`config.mk`:
```
export PLATFORM = sky130hd
export DESIGN_NAME = blit_engine
export DESIGN_NICKNAME = d
export VERILOG_FILES = /design/src/rtl/blit_pkg.sv /design/src/rtl/blit_rop.sv /design/src/rtl/blit_regs.sv /design/src/rtl/blit_taskq.sv /design/src/rtl/blit_walker.sv /design/src/rtl/blit_engine.sv
export SDC_FILE = /design/constraint.sdc
export NUM_CORES = 1
export LEC_CHECK = 0
export ABC_AREA = 1
export BUFFER_PORTS_ARGS = -buffer_cell sky130_fd_sc_hd__buf_2
export CORE_ASPECT_RATIO = 2
export CORE_UTILIZATION = 48
export CTS_CLUSTER_SIZE = 12
export DETAILED_ROUTE_END_ITERATION = 16
export MAX_ROUTING_LAYER = met4
export SYNTH_ARGS = -nofsm -noshare
export SYNTH_HDL_FRONTEND = slang
export SYNTH_HIERARCHICAL = 1
export SYNTH_SLANG_ARGS = --single-unit
```
`constraint.sdc`:
```
create_clock -name clk -period 14.4 [get_ports clk]
set_clock_uncertainty 0.15 [all_clocks]
set_input_delay 1.44 -clock clk [delete_from_list [all_inputs] [get_ports clk]]
set_output_delay 1.44 -clock clk [all_outputs]
set_load 0.01 [all_outputs]
```
`src/rtl/blit_pkg.sv`:
```
package blit_pkg;

   // control word bit positions
   localparam int CTL_START  = 31;
   localparam int CTL_ABORT  = 30;
   localparam int CTL_ROP_LO = 12;
   localparam int CTL_BPP_LO = 10;
   localparam int CTL_SCONT  = 7;
   localparam int CTL_VDIR   = 6;
   localparam int CTL_HDIR   = 5;

   typedef struct packed {
      logic [3:0]  rop;
      logic [1:0]  bpp;
      logic        scont;
      logic        vdir;
      logic        hdir;
      logic [15:0] width;
      logic [15:0] height;
      logic [31:0] src;
      logic [31:0] dst;
      logic [15:0] spitch;
      logic [15:0] dpitch;
   } blit_task_t;

   typedef enum logic [2:0] {
      W_IDLE, W_RSRC, W_RDST, W_WDST, W_FIN
   } walk_st_t;

   function automatic logic [17:0] line_bytes(input logic [15:0] w, input logic [1:0] bpp);
      case (bpp)
         2'd0:    return {2'b00, w};
         2'd1:    return {1'b0, w, 1'b0};
         2'd2:    return {1'b0, w, 1'b0} + {2'b00, w};
         default: return {w, 2'b00};
      endcase
   endfunction

endpackage

```
`src/rtl/blit_rop.sv`:
```
module blit_rop #(
   parameter int LANE_W = 8
) (
   input  logic [3:0]        code,
   input  logic [LANE_W-1:0] s,
   input  logic [LANE_W-1:0] d,
   output logic [LANE_W-1:0] y
);
   for (genvar i = 0; i < LANE_W; i++) begin : g_bit
      assign y[i] = code[{~d[i], ~s[i]}];
   end
endmodule

```
`src/rtl/blit_regs.sv`:
```
module blit_regs
   import blit_pkg::*;
#(
   parameter int REG_IDX_W = 3
) (
   input  logic                 clk,
   input  logic                 rst_n,
   input  logic                 wr_en,
   input  logic [REG_IDX_W-1:0] addr,
   input  logic [31:0]          wdata,
   input  logic                 busy,
   input  logic                 full,
   output logic [31:0]          rdata,
   output logic                 start,
   output logic                 abort,
   output blit_task_t           new_task
);
   localparam logic [REG_IDX_W-1:0] IX_CTL = REG_IDX_W'(0);
   localparam logic [REG_IDX_W-1:0] IX_WIN = REG_IDX_W'(1);
   localparam logic [REG_IDX_W-1:0] IX_SRC = REG_IDX_W'(2);
   localparam logic [REG_IDX_W-1:0] IX_DST = REG_IDX_W'(3);
   localparam logic [REG_IDX_W-1:0] IX_PIT = REG_IDX_W'(4);

   logic [31:0] win_q, src_q, dst_q, pit_q;
   logic        ctl_wr;

   assign ctl_wr = wr_en && (addr == IX_CTL);
   assign abort  = ctl_wr && wdata[CTL_ABORT];
   assign start  = ctl_wr && wdata[CTL_START] && !wdata[CTL_ABORT];

   always_ff @(posedge clk or negedge rst_n) begin
      if (!rst_n) begin
         win_q <= '0;
         src_q <= '0;
         dst_q <= '0;
         pit_q <= '0;
      end else if (wr_en) begin
         case (addr)
            IX_WIN:  win_q <= wdata;
            IX_SRC:  src_q <= wdata;
            IX_DST:  dst_q <= wdata;
            IX_PIT:  pit_q <= wdata;
            default: ;
         endcase
      end
   end

   always_comb begin
      new_task        = '0;
      new_task.rop    = wdata[CTL_ROP_LO +: 4];
      new_task.bpp    = wdata[CTL_BPP_LO +: 2];
      new_task.scont  = wdata[CTL_SCONT];
      new_task.vdir   = wdata[CTL_VDIR];
      new_task.hdir   = wdata[CTL_HDIR];
      new_task.width  = win_q[15:0];
      new_task.height = win_q[31:16];
      new_task.src    = src_q;
      new_task.dst    = dst_q;
      new_task.spitch = pit_q[15:0];
      new_task.dpitch = pit_q[31:16];
   end

   always_comb begin
      case (addr)
         IX_CTL:  rdata = {busy, full, 30'b0};
         IX_WIN:  rdata = win_q;
         IX_SRC:  rdata = src_q;
         IX_DST:  rdata = dst_q;
         IX_PIT:  rdata = pit_q;
         default: rdata = '0;
      endcase
   end
endmodule

```
`src/rtl/blit_taskq.sv`:
```
module blit_taskq
   import blit_pkg::*;
(
   input  logic       clk,
   input  logic       rst_n,
   input  logic       start,
   input  logic       abort,
   input  blit_task_t new_task,
   input  logic       active,
   input  logic       done,
   output logic       load,
   output blit_task_t load_task,
   output logic       full
);
   logic       pend_v;
   blit_task_t pend_t;
   logic       slot_free;

   assign slot_free = !active || done;
   assign full      = pend_v;

   always_comb begin
      load      = 1'b0;
      load_task = new_task;
      if (!abort && slot_free) begin
         if (pend_v) begin
            load      = 1'b1;
            load_task = pend_t;
         end else if (start) begin
            load      = 1'b1;
         end
      end
   end

   always_ff @(posedge clk or negedge rst_n) begin
      if (!rst_n) begin
         pend_v <= 1'b0;
         pend_t <= '0;
      end else if (abort) begin
         pend_v <= 1'b0;
      end else if (slot_free && pend_v) begin
         pend_v <= start;
         if (start) pend_t <= new_task;
      end else if (!slot_free && !pend_v && start) begin
         pend_v <= 1'b1;
         pend_t <= new_task;
      end
   end
endmodule

```
`src/rtl/blit_walker.sv`:
```
module blit_walker
   import blit_pkg::*;
#(
   parameter int ADDR_W = 16,
   parameter int LANE_W = 8
) (
   input  logic              clk,
   input  logic              rst_n,
   input  logic              load,
   input  blit_task_t        load_task,
   input  logic              abort,
   input  logic              mem_ack,
   input  logic [LANE_W-1:0] mem_rdata,
   output logic              mem_req,
   output logic              mem_we,
   output logic [ADDR_W-1:0] mem_addr,
   output logic [LANE_W-1:0] mem_wdata,
   output logic              active,
   output logic              done
);
   walk_st_t          st;
   blit_task_t        t;
   logic [ADDR_W-1:0] scur, dcur, sline, dline;
   logic [ADDR_W-1:0] hstep, snext, dnext, spv, dpv;
   logic [17:0]       bpl, col;
   logic [15:0]       row;
   logic [LANE_W-1:0] sbyte, dbyte;
   logic              last_col, last_row, wr_ack;
   logic [63:0]       unused_addr_bits;

   assign unused_addr_bits = {t.src, t.dst};

   assign hstep    = t.hdir ? {ADDR_W{1'b1}} : ADDR_W'(1);
   assign spv      = ADDR_W'(t.spitch);
   assign dpv      = ADDR_W'(t.dpitch);
   assign snext    = t.vdir ? sline - spv : sline + spv;
   assign dnext    = t.vdir ? dline - dpv : dline + dpv;
   assign last_col = (col == bpl - 18'd1);
   assign last_row = (row == t.height - 16'd1);
   assign wr_ack   = (st == W_WDST) && mem_ack;
   assign done     = (wr_ack && last_col && last_row) || (st == W_FIN);
   assign active   = (st != W_IDLE);

   assign mem_req  = (st == W_RSRC) || (st == W_RDST) || (st == W_WDST);
   assign mem_we   = (st == W_WDST);
   assign mem_addr = (st == W_RSRC) ? scur : dcur;

   blit_rop #(.LANE_W(LANE_W)) u_rop (
      .code (t.rop),
      .s    (sbyte),
      .d    (dbyte),
      .y    (mem_wdata)
   );

   always_ff @(posedge clk or negedge rst_n) begin
      if (!rst_n) begin
         st    <= W_IDLE;
         t     <= '0;
         scur  <= '0;
         dcur  <= '0;
         sline <= '0;
         dline <= '0;
         bpl   <= '0;
         col   <= '0;
         row   <= '0;
         sbyte <= '0;
         dbyte <= '0;
      end else if (abort) begin
         st <= W_IDLE;
      end else if (load) begin
         t     <= load_task;
         bpl   <= line_bytes(load_task.width, load_task.bpp);
         col   <= '0;
         row   <= '0;
         scur  <= load_task.src[ADDR_W-1:0];
         sline <= load_task.src[ADDR_W-1:0];
         dcur  <= load_task.dst[ADDR_W-1:0];
         dline <= load_task.dst[ADDR_W-1:0];
         st    <= (load_task.width == '0 || load_task.height == '0) ? W_FIN : W_RSRC;
      end else begin
         case (st)
            W_RSRC: if (mem_ack) begin
               sbyte <= mem_rdata;
               st    <= W_RDST;
            end
            W_RDST: if (mem_ack) begin
               dbyte <= mem_rdata;
               st    <= W_WDST;
            end
            W_WDST: if (mem_ack) begin
               if (last_col) begin
                  col   <= '0;
                  row   <= row + 16'd1;
                  dline <= dnext;
                  dcur  <= dnext;
                  if (t.scont) begin
                     scur <= scur + hstep;
                  end else begin
                     sline <= snext;
                     scur  <= snext;
                  end
                  st <= last_row ? W_IDLE : W_RSRC;
               end else begin
                  col  <= col + 18'd1;
                  scur <= scur + hstep;
                  dcur <= dcur + hstep;
                  st   <= W_RSRC;
               end
            end
            W_FIN:   st <= W_IDLE;
            default: st <= W_IDLE;
         endcase
      end
   end
endmodule

```
`src/rtl/blit_engine.sv`:
```
module blit_engine
   import blit_pkg::*;
#(
   parameter int ADDR_W    = 16,
   parameter int LANE_W    = 8,
   parameter int REG_IDX_W = 3
) (
   input  logic                 clk,
   input  logic                 rst_n,
   input  logic                 reg_we,
   input  logic [REG_IDX_W-1:0] reg_addr,
   input  logic [31:0]          reg_wdata,
   output logic [31:0]          reg_rdata,
   output logic                 mem_req,
   output logic                 mem_we,
   output logic [ADDR_W-1:0]    mem_addr,
   output logic [LANE_W-1:0]    mem_wdata,
   input  logic [LANE_W-1:0]    mem_rdata,
   input  logic                 mem_ack
);
   initial begin
      assert (ADDR_W >= 16 && ADDR_W <= 32) else $error("ADDR_W must lie in 16..32");
      assert (LANE_W == 8) else $error("LANE_W must be one byte");
      assert (REG_IDX_W >= 3) else $error("REG_IDX_W must cover five registers");
   end

   logic       start_w, abort_w, busy_w, full_w, load_w, done_w;
   blit_task_t new_task_w, load_task_w;

   blit_regs #(.REG_IDX_W(REG_IDX_W)) u_regs (
      .clk      (clk),
      .rst_n    (rst_n),
      .wr_en    (reg_we),
      .addr     (reg_addr),
      .wdata    (reg_wdata),
      .busy     (busy_w),
      .full     (full_w),
      .rdata    (reg_rdata),
      .start    (start_w),
      .abort    (abort_w),
      .new_task (new_task_w)
   );

   blit_taskq u_taskq (
      .clk       (clk),
      .rst_n     (rst_n),
      .start     (start_w),
      .abort     (abort_w),
      .new_task  (new_task_w),
      .active    (busy_w),
      .done      (done_w),
      .load      (load_w),
      .load_task (load_task_w),
      .full      (full_w)
   );

   blit_walker #(.ADDR_W(ADDR_W), .LANE_W(LANE_W)) u_walker (
      .clk       (clk),
      .rst_n     (rst_n),
      .load      (load_w),
      .load_task (load_task_w),
      .abort     (abort_w),
      .mem_ack   (mem_ack),
      .mem_rdata (mem_rdata),
      .mem_req   (mem_req),
      .mem_we    (mem_we),
      .mem_addr  (mem_addr),
      .mem_wdata (mem_wdata),
      .active    (busy_w),
      .done      (done_w)
   );
endmodule

```
# [Word-level counts from Yosys, hierarchy flattened]
# Cells that the tools add are included.
[classes] bitwise=18 multipliers=0 n_eq_ne=17 n_shift=0 n_addsub=11 n_mux=68 div_mod_pow=0 order_cmp=8 n_reduce_logical=43
[ops] cell="two-way mux 137 bit" n=5
[ops] cell="two-way mux 16 bit" n=26
[ops] cell="one-hot mux 32 bit (5 select lines)" n=1
[ops] cell="two-way mux 18 bit" n=4
[ops] cell="adder 16 bit" n=4
[ops] cell="one-hot mux 18 bit (3 select lines)" n=1
[ops] cell="zero test 16 bit" n=2
[ops] cell="subtractor 16 bit" n=2
[ops] cell="less-than comparator 2 x 3 -> 1 bit (second input constant)" n=8
[ops] cell="two-way mux 3 bit" n=7
[ops] cell="adder 17 x 16 -> 18 bit" n=1
[ops] cell="adder 18 x 1 -> 18 bit (second input constant)" n=1
[ops] cell="equality test 18 bit" n=1
[ops] cell="inverter 1 bit" n=18
[ops] cell="subtractor 18 x 1 -> 18 bit (second input constant)" n=1
[ops] cell="adder 16 x 1 -> 16 bit (second input constant)" n=1
[ops] cell="binary-select mux 1 bit (select 2 bit)" n=8
[ops] cell="equality test 16 bit" n=1
[ops] cell="subtractor 16 x 1 -> 16 bit (second input constant)" n=1
[ops] cell="two-way mux 1 bit" n=15
[ops] cell="equality test 3 x 2 -> 1 bit (second input constant)" n=4
[ops] cell="AND reduction 4 bit" n=3
[ops] cell="logical AND 1 bit" n=11
[ops] cell="AND reduction 2 bit" n=5
[ops] cell="other kinds (17)" n=34
[totals] input_bits=47 register_bits=456 romBits=0 elab_cells=198 n_memories=0 mem_bits_rw=0 latch_bits=0

# [Logic depth before layout (Yosys ltp)]
# Gate-level depths: netlist of the first run.
[depth] depth_word=13 mapped_depth=34 mapped_depth_nobuf=32

# [Cells and area by module]
# Netlist of the first run, hierarchy kept.
[by_module_without_submodules] module="blit_walker" cells_each=2233 n_inst=1 seq_area_each_um2=4754.6 area_each_um2=14998.1
[by_module_without_submodules] module="blit_taskq" cells_each=1064 n_inst=1 seq_area_each_um2=3453.3 area_each_um2=7591.0
[by_module_without_submodules] module="blit_regs" cells_each=697 n_inst=1 seq_area_each_um2=3203.1 area_each_um2=5789.3
[by_module_without_submodules] module="blit_rop" cells_each=76 n_inst=1 seq_area_each_um2=0.0 area_each_um2=305.3

# [Worst setup path after synthesis of the first run]
# OpenSTA, ideal clock, no wires.
[synth_timing] path_kind="input port to flip-flop" start="in reg_addr[1]" end="reg u_walker.bpl[16]" setup_ps=113 arrival_ps=4576 stages=23 slack_ps=9561 t_required_ps=14137 path_buffers=3 path_cell_list="buf_4 -> nor2_4 -> nand3_1 -> nor2_1 -> inv_1 -> nand3_1 -> buf_2 -> buf_2 -> nand2_1 -> o21ai_0 -> inv_1 -> ha_1 -> nand3_1 -> a21oi_1 -> nor2_1 -> o21ai_0 -> nand3_1 -> nand2_1 -> nand2_1 -> nand3_1 -> nand3b_1 -> nand2_1 -> inv_1"
[synth_rtl] item="start, declared" line="blit_engine.sv:11" source="input logic [REG_IDX_W-1:0] reg_addr,"
[synth_rtl] item="end signal, assigned" line="blit_walker.sv:72" source="bpl <= line_bytes(load_task.width, load_task.bpp);"
[synth_rtl] item="end, declared" line="blit_walker.sv:25" source="logic [17:0] bpl, col;"

==> results of run 1 <==
==> worst max-delay path: stages <==
cell and delay, ps:
buf_2 100, buf_4 280, nor2_4 130, buf_4 380, nand3_1 150, nor2_1 630, inv_1 220, nand3_4 360
buf_4 640, nand2_1 120, o21ai_0 260, inv_1 200, ha_1 390, nand3_1 130, a21oi_1 180, nor2_1 80
o21ai_0 580, nand3_1 230, nand2_1 130, nand2_1 50, nand3_1 90, nand3b_1 80, nand2_1 60, inv_1 40
==> cells in the final DEF (no fill, tap or decap), types with 6 or more instances in the layout <==
cell,count
clkbuf_16,43
or2_2,11
a21oi_1,119
a21o_1,10
clkbuf_1,10
nand3_1,242
o31ai_1,6
xnor2_1,33
o21ai_1,90
inv_2,11
o21ai_0,330
ha_1,88
nand2_1,1223
buf_4,35
dfrtp_1,424
xor2_1,82
inv_1,401
nand2_2,7
nand3b_1,11
o21bai_1,7
nand4_1,174
buf_2,103
nor4_1,7
a221oi_1,8
nor2_2,11
nor2_1,259
nor2_4,6
nor3_1,23
==> metal layers <==
layer | track usage, % | vias to the layer above
li1 | - | 12400
met1 | 36.5 | 11700
met2 | 54.4 | 697
met3 | 2.49 | 175
met4 | 13.7 | 0
met5 | - | -
==> state kept, by name (all words and copies together) (netlist names), 16 cells and up <==
register        cells
u_taskq/pend_t    105
u_regs/dst_q       32
u_regs/pit_q       32
u_regs/src_q       32
u_regs/win_q       32
u_walker/t         23
u_walker/bpl       18
u_walker/col       18
u_walker/dcur      16
u_walker/dline     16
u_walker/dpv       16
u_walker/row       16
u_walker/scur      16
u_walker/sline     16
u_walker/spv       16
==> area by class of cell <==
cell class / instances / area, µm²
clock buffer: 55 / 1140
timing repair buffer: 140 / 813
clock inverter: 4 / 42.5
multi-input combinational: 2797 / 13900
sequential: 424 / 10600
inverter: 415 / 1560
tap: 744 / 931
fill: 5677 / 26400
==> power by group <==
part	internal, mW	switching [mW]	leakage (nW)
clock	0.551	0.474	0.578
sequential	1.50	0.313	5.52
combinational	1.10	2.04	8.79
==> per-stage QoR <==
step | cells | hold slack (ps) | worst slack [ps] | util, %
3_5_place_dp | 4520 | 308 | 7200 | 50.2
5_1_grt | 4579 | 334 | 7050 | 52.3
6_report | 4579 | 317 | 7710 | 52.3
2_1_floorplan | 3843 | 291 | 9570 | -
3_3_place_gp | 4520 | 303 | 7330 | 50.2
4_1_cts | 4579 | 323 | 7820 | 52.3
==> how the worst max path moves through the flow <==
stage | endpoint | slack, ps | cells after the start
2_1_floorplan | u_walker/bpl[16]$_DFFE_PN0P_ | 9570 | 23
4_1_cts | u_walker/bpl[16]$_DFFE_PN0P_ | 7820 | 24
5_1_grt | u_walker/bpl[10]$_DFFE_PN0P_ | 7050 | 24
3_3_place_gp | u_walker/bpl[16]$_DFFE_PN0P_ | 7330 | 24
6_report | u_walker/bpl[16]$_DFFE_PN0P_ | 7710 | 24
3_5_place_dp | u_walker/bpl[16]$_DFFE_PN0P_ | 7200 | 24
==> metrics.txt, run 1 <==
status completed; max cap viols 0; Final Cycle Share a little under half; worst min-delay path class flip-flop to flip-flop; routed wire length roughly 86000 µm; Critical Path End Type flip-flop; Starting Density around 49%; Worst setup startpoint reg_addr[1]; Worst Path Required 14720 ps; r2r endpoint u_walker/bpl[16]$_DFFE_PN0P_; cts repair resizes 0; CTS tree built; RePlAce Congestion between 0.9 and 1; Period minus WS final about 6700 ps; Mean Syn Cell Area 7.03 µm²; GRT overflow 0; Detailed Place HPWL 63200 µm; LEAKAGE between 10 and 15 nW; Hold Path End u_taskq/pend_t[66]$_DFFE_PN0P_; CP max FO 84; die area around 0.057 mm²; hold_sp u_taskq/pend_t[66]$_DFFE_PN0P_; Num CTS Buffers 42; Final Hold Vio Count 0; WL met3 about 3500 µm; GRT Util Overall 31.2%; critical path arrival around 7000 ps; Worst-Margin Slew roughly 950 ps; drt initial violations around 1.8k; Die Y 338 µm; # rows around 120; hold depth 2; CP startpoint kind input port; Synth-to-Final Area Change 7.32%; share of cells above drive strength 1 approximately 6.5%; first-pass GRT wire length 134000 µm; largest net degree at the start of global routing 155; met2 WL post-DR 43500 µm; fmax 149 MHz; Via density approximately 5.4; Post-DRT Antenna Nets 0; CTS sink cnt approximately 420; initial antenna violation count 0; met1 WL 35000 µm; Ys Warns 6; design area around 0.029 mm²; r2r setup slk around 7900 ps; clock root buffer clkbuf_16; Core ar. about 0.055 mm²; Final nets 3960; vias post-DR 24.9k; highest metal used met4; Cell Pwr Density 206 mW/mm²; Pwr Total 5.97 mW; Reg clk slew, reported paths 60 ps; Clk Latency, worst-skew pair a little under 600 ps; Post-Syn Area between 0.02 and 0.03 mm²; Avg WL per Cell ~19 µm; unrepaired setup endpoints after global routing no; # DRC 0; Syn Nets between 3k and 4k; Longest Clk Path Bufs 3; # IOs 105; H-tree levels 2; R2R cell count 28; IO buf count between 100 and 150; worst vdd ir approximately 0.00011 V; Final setup viols 0; DP Area ~0.028 mm²; Synth Instances between 3k and 4k; Post CTS Setup Buffer Count 0; Max Slew Vio Count 0; Critical R2R Launch u_walker/t[99]$_DFFE_PN0P_; Worst slew margin between 30% and 40%; hold-fix buffers at CTS 0; Die X-Extent 170 µm; Crit Path Class input port to flip-flop; number of global-route vias before repair about 24k; First-pass DRT Iterations 6; TNS Setup 0 ps; antenna cells 0
Note: power is estimated with default switching activity, not from simulation.
==> run 2, diff against run 1 <==
--- a/config.mk
+++ b/config.mk
@@ -5,7 +5,7 @@
 export SDC_FILE = /design/constraint.sdc
 export NUM_CORES = 1
 export LEC_CHECK = 0
-export ABC_AREA = 1
+export ABC_AREA = 0
 export BUFFER_PORTS_ARGS = -buffer_cell sky130_fd_sc_hd__buf_2
 export CORE_ASPECT_RATIO = 2
 export CORE_UTILIZATION = 48
==> constraint.sdc (replaced) <==
create_clock -name clk -period 7 [get_ports clk]
set_clock_uncertainty 0.15 [all_clocks]
set_input_delay 0.7 -clock clk [delete_from_list [all_inputs] [get_ports clk]]
set_output_delay 0.7 -clock clk [all_outputs]
set_load 0.01 [all_outputs]
==> run 2 against run 1 <==
Effect of this change:
- global-route usage decreased by 0.31 points
- synthesized cell count decreased by 22%
- critical endpoint is now u_walker/bpl[13]$_DFFE_PN0P_
- clock power increased by 120%
- hold slack worse by 300 ps
==> metrics.txt, run 2 <==
TNS Setup 0 ps (unchanged); Final setup viols 0 (unchanged); Reg clk slew, reported paths 60 ps (about the same); critical path arrival 7020 ps (about the same); # DRC 0 (unchanged); Avg WL per Cell 24.7 µm (+32%); # rows 127 (+4.1%); Final Cycle Share a little over nine tenths; Via density 6.29 (+15%); DP Area 0.0299 mm² (+7.4%); Die X-Extent 176 µm (+3.9%); max cap viols 0 (unchanged); Die Y 351 µm (+3.9%); first-pass GRT wire length 142000 µm (+6.1%); GRT Util Overall 30.9% (-0.31 points); number of global-route vias before repair 23.8k (-0.70%); Critical Path End Type flip-flop; Worst slew margin 22.1% (-14 points); unrepaired setup endpoints after global routing no; CTS sink cnt 424 (unchanged); GRT overflow 0 (unchanged); Max Slew Vio Count 0 (unchanged); commonest cells after routing, fill and taps aside dfrtp_1 (423), nand2_1 (240), inv_1 (175); H-tree levels 2 (unchanged); Detailed Place HPWL 63400 µm (+0.42%); final worst slack 304 ps (-7400 ps); share of cells above drive strength 1 17.3% (+11 points); Ys Warns 6 (unchanged); CP startpoint kind flip-flop; worst vdd ir 0.000272 V (+140%); register area 0.0106 mm² (about the same); Post CTS Setup Buffer Count 0 (unchanged); Post-Place Setup Slack -7.12 ps (-7210 ps); Fill cells 5527 (-2.6%); vias post-DR 23.6k (-5.4%); Layout Utilization 52.0% (-0.39 points); commonest non-fill, non-tap cell in the layout dfrtp_1; First-pass DRT Iterations 6 (unchanged); Post-DRT Antenna Nets 0 (unchanged); Mean Syn Cell Area 9.71 µm² (+38%); status completed; Post-Syn Area 0.0292 mm² (+8.0%); Syn Nets 3148 (-21%); Clk Latency, worst-skew pair 600 ps (+20 ps); routed wire length 92600 µm (+7.8%); Worst Path Required 7330 ps (-7390 ps); Largest register FFs 105 (unchanged); LEAKAGE 13.5 nW (-9.3%); Cell Pwr Density 419 mW/mm² (+100%); IO buf count 104 (unchanged); worst min-delay path class input port to asynchronous set/reset pin; multi-input logic area 0.0167 mm² (+20%); Num CTS Buffers 43 (+2.4%); Starting Density 48.6% (-0.17 points); design area 0.0312 mm² (+7.6%); Crit Path Class flip-flop to flip-flop; die area 0.0619 mm² (+7.9%); largest net degree at the start of global routing 134 (-14%); Top reg by flops u_taskq/pend_t; drt initial violations 1728 (-2.4%); Final nets 3092 (-22%); Core ar. 0.0601 mm² (+8.4%); clock root buffer clkbuf_16; Synth Instances 3008 (-22%); Final Hold Vio Count 0 (unchanged); RePlAce Congestion 0.902 (-8.2%); Worst-Margin Slew 1170 ps (+216 ps); CP max FO 10 (-88%); Longest Clk Path Bufs 3 (unchanged); initial antenna violation count 3 (+3); Period minus WS final ~6700 ps; fmax 149 MHz; CTS tree built; Synth-to-Final Area Change 6.91%; # IOs 105 (unchanged)
==> run 2: routing by layer <==
layer,track usage [%],vias up,wire [µm]
li1,-,10900,-
met1,35.6,11900,36600
met2,51.7,600,46400
met3,3.65,178,3940
met4,17.7,0,5740
met5,-,-,0
==> run 2: final cells by class <==
cell class | count | area share [%]
clock buffers | 57 | 3.74
flip-flops and latches | 424 | 34.0
inverters | 177 | 2.13
multi-input cells | 2156 | 53.6
diodes | 5 | 0.0401
clock inverters | 7 | 0.393
repair buffers | 150 | 3.02
well taps | 774 | 3.10
==> run 2: final timing paths <==
kind                                                 end  slack [ps]                    startpoint  depth (start not counted)
setup / recovery            u_walker/bpl[13]$_DFFE_PN0P_         300   u_walker/bpl[3]$_DFFE_PN0P_                         21
hold / removal             u_walker/sbyte[0]$_DFFE_PN0P_          20                         rst_n                          1
min in group clk           u_walker/sbyte[6]$_DFFE_PN0P_         210                  mem_rdata[6]                          2
setup reg to reg            u_walker/bpl[13]$_DFFE_PN0P_         300   u_walker/bpl[3]$_DFFE_PN0P_                         21
max in group asynchronous       u_taskq/full$_DFFE_PN0P_        5130                         rst_n                          2
hold reg to reg             u_regs/dst_q[30]$_DFFE_PN0P_         350  u_regs/dst_q[30]$_DFFE_PN0P_                          1
==> run 2: critical path: stages, from the launching register on <==
cell      delay, ps
dfrtp_1         480
nor4_1          710
nand4_1         150
nand3_1         130
nand4_1         350
nor4_4          400
inv_2           200
nor4_2          430
a22o_4          180
nor2b_2          70
nor3b_4         280
mux2_2          460
ha_1            250
fa_1            420
a21o_1          210
a21oi_1         260
o21ai_0         230
nand2_1         140
o311ai_0        160
xor2_1          170
mux4_2          460
mux2_2          270
==> run 2: where the power goes <==
group | total (mW) | switching [mW] | leakage, nW | internal (mW)
clock | 2.26 | 1.02 | 0.630 | 1.24
sequential | 3.97 | 0.858 | 4.89 | 3.11
combinational | 6.85 | 3.94 | 7.99 | 2.91
==> run 2: metrics by stage <==
stage | cells | hold WS, ps | total power, mW
6_report | 3750 | 21.8 | 13.1
5_1_grt | 3748 | 115 | 14.0
4_1_cts | 3745 | 84.8 | 13.1
3_5_place_dp | 3681 | 335 | 10.7
3_3_place_gp | 3681 | 323 | 10.6
2_1_floorplan | 3008 | 254 | 8.77
==> run 2: what timing repair did <==
action	in CTS	in global routing
setup endpoints to repair	2	3
pin swaps	0	0
resized for setup	2	4
hold buffers	0	0
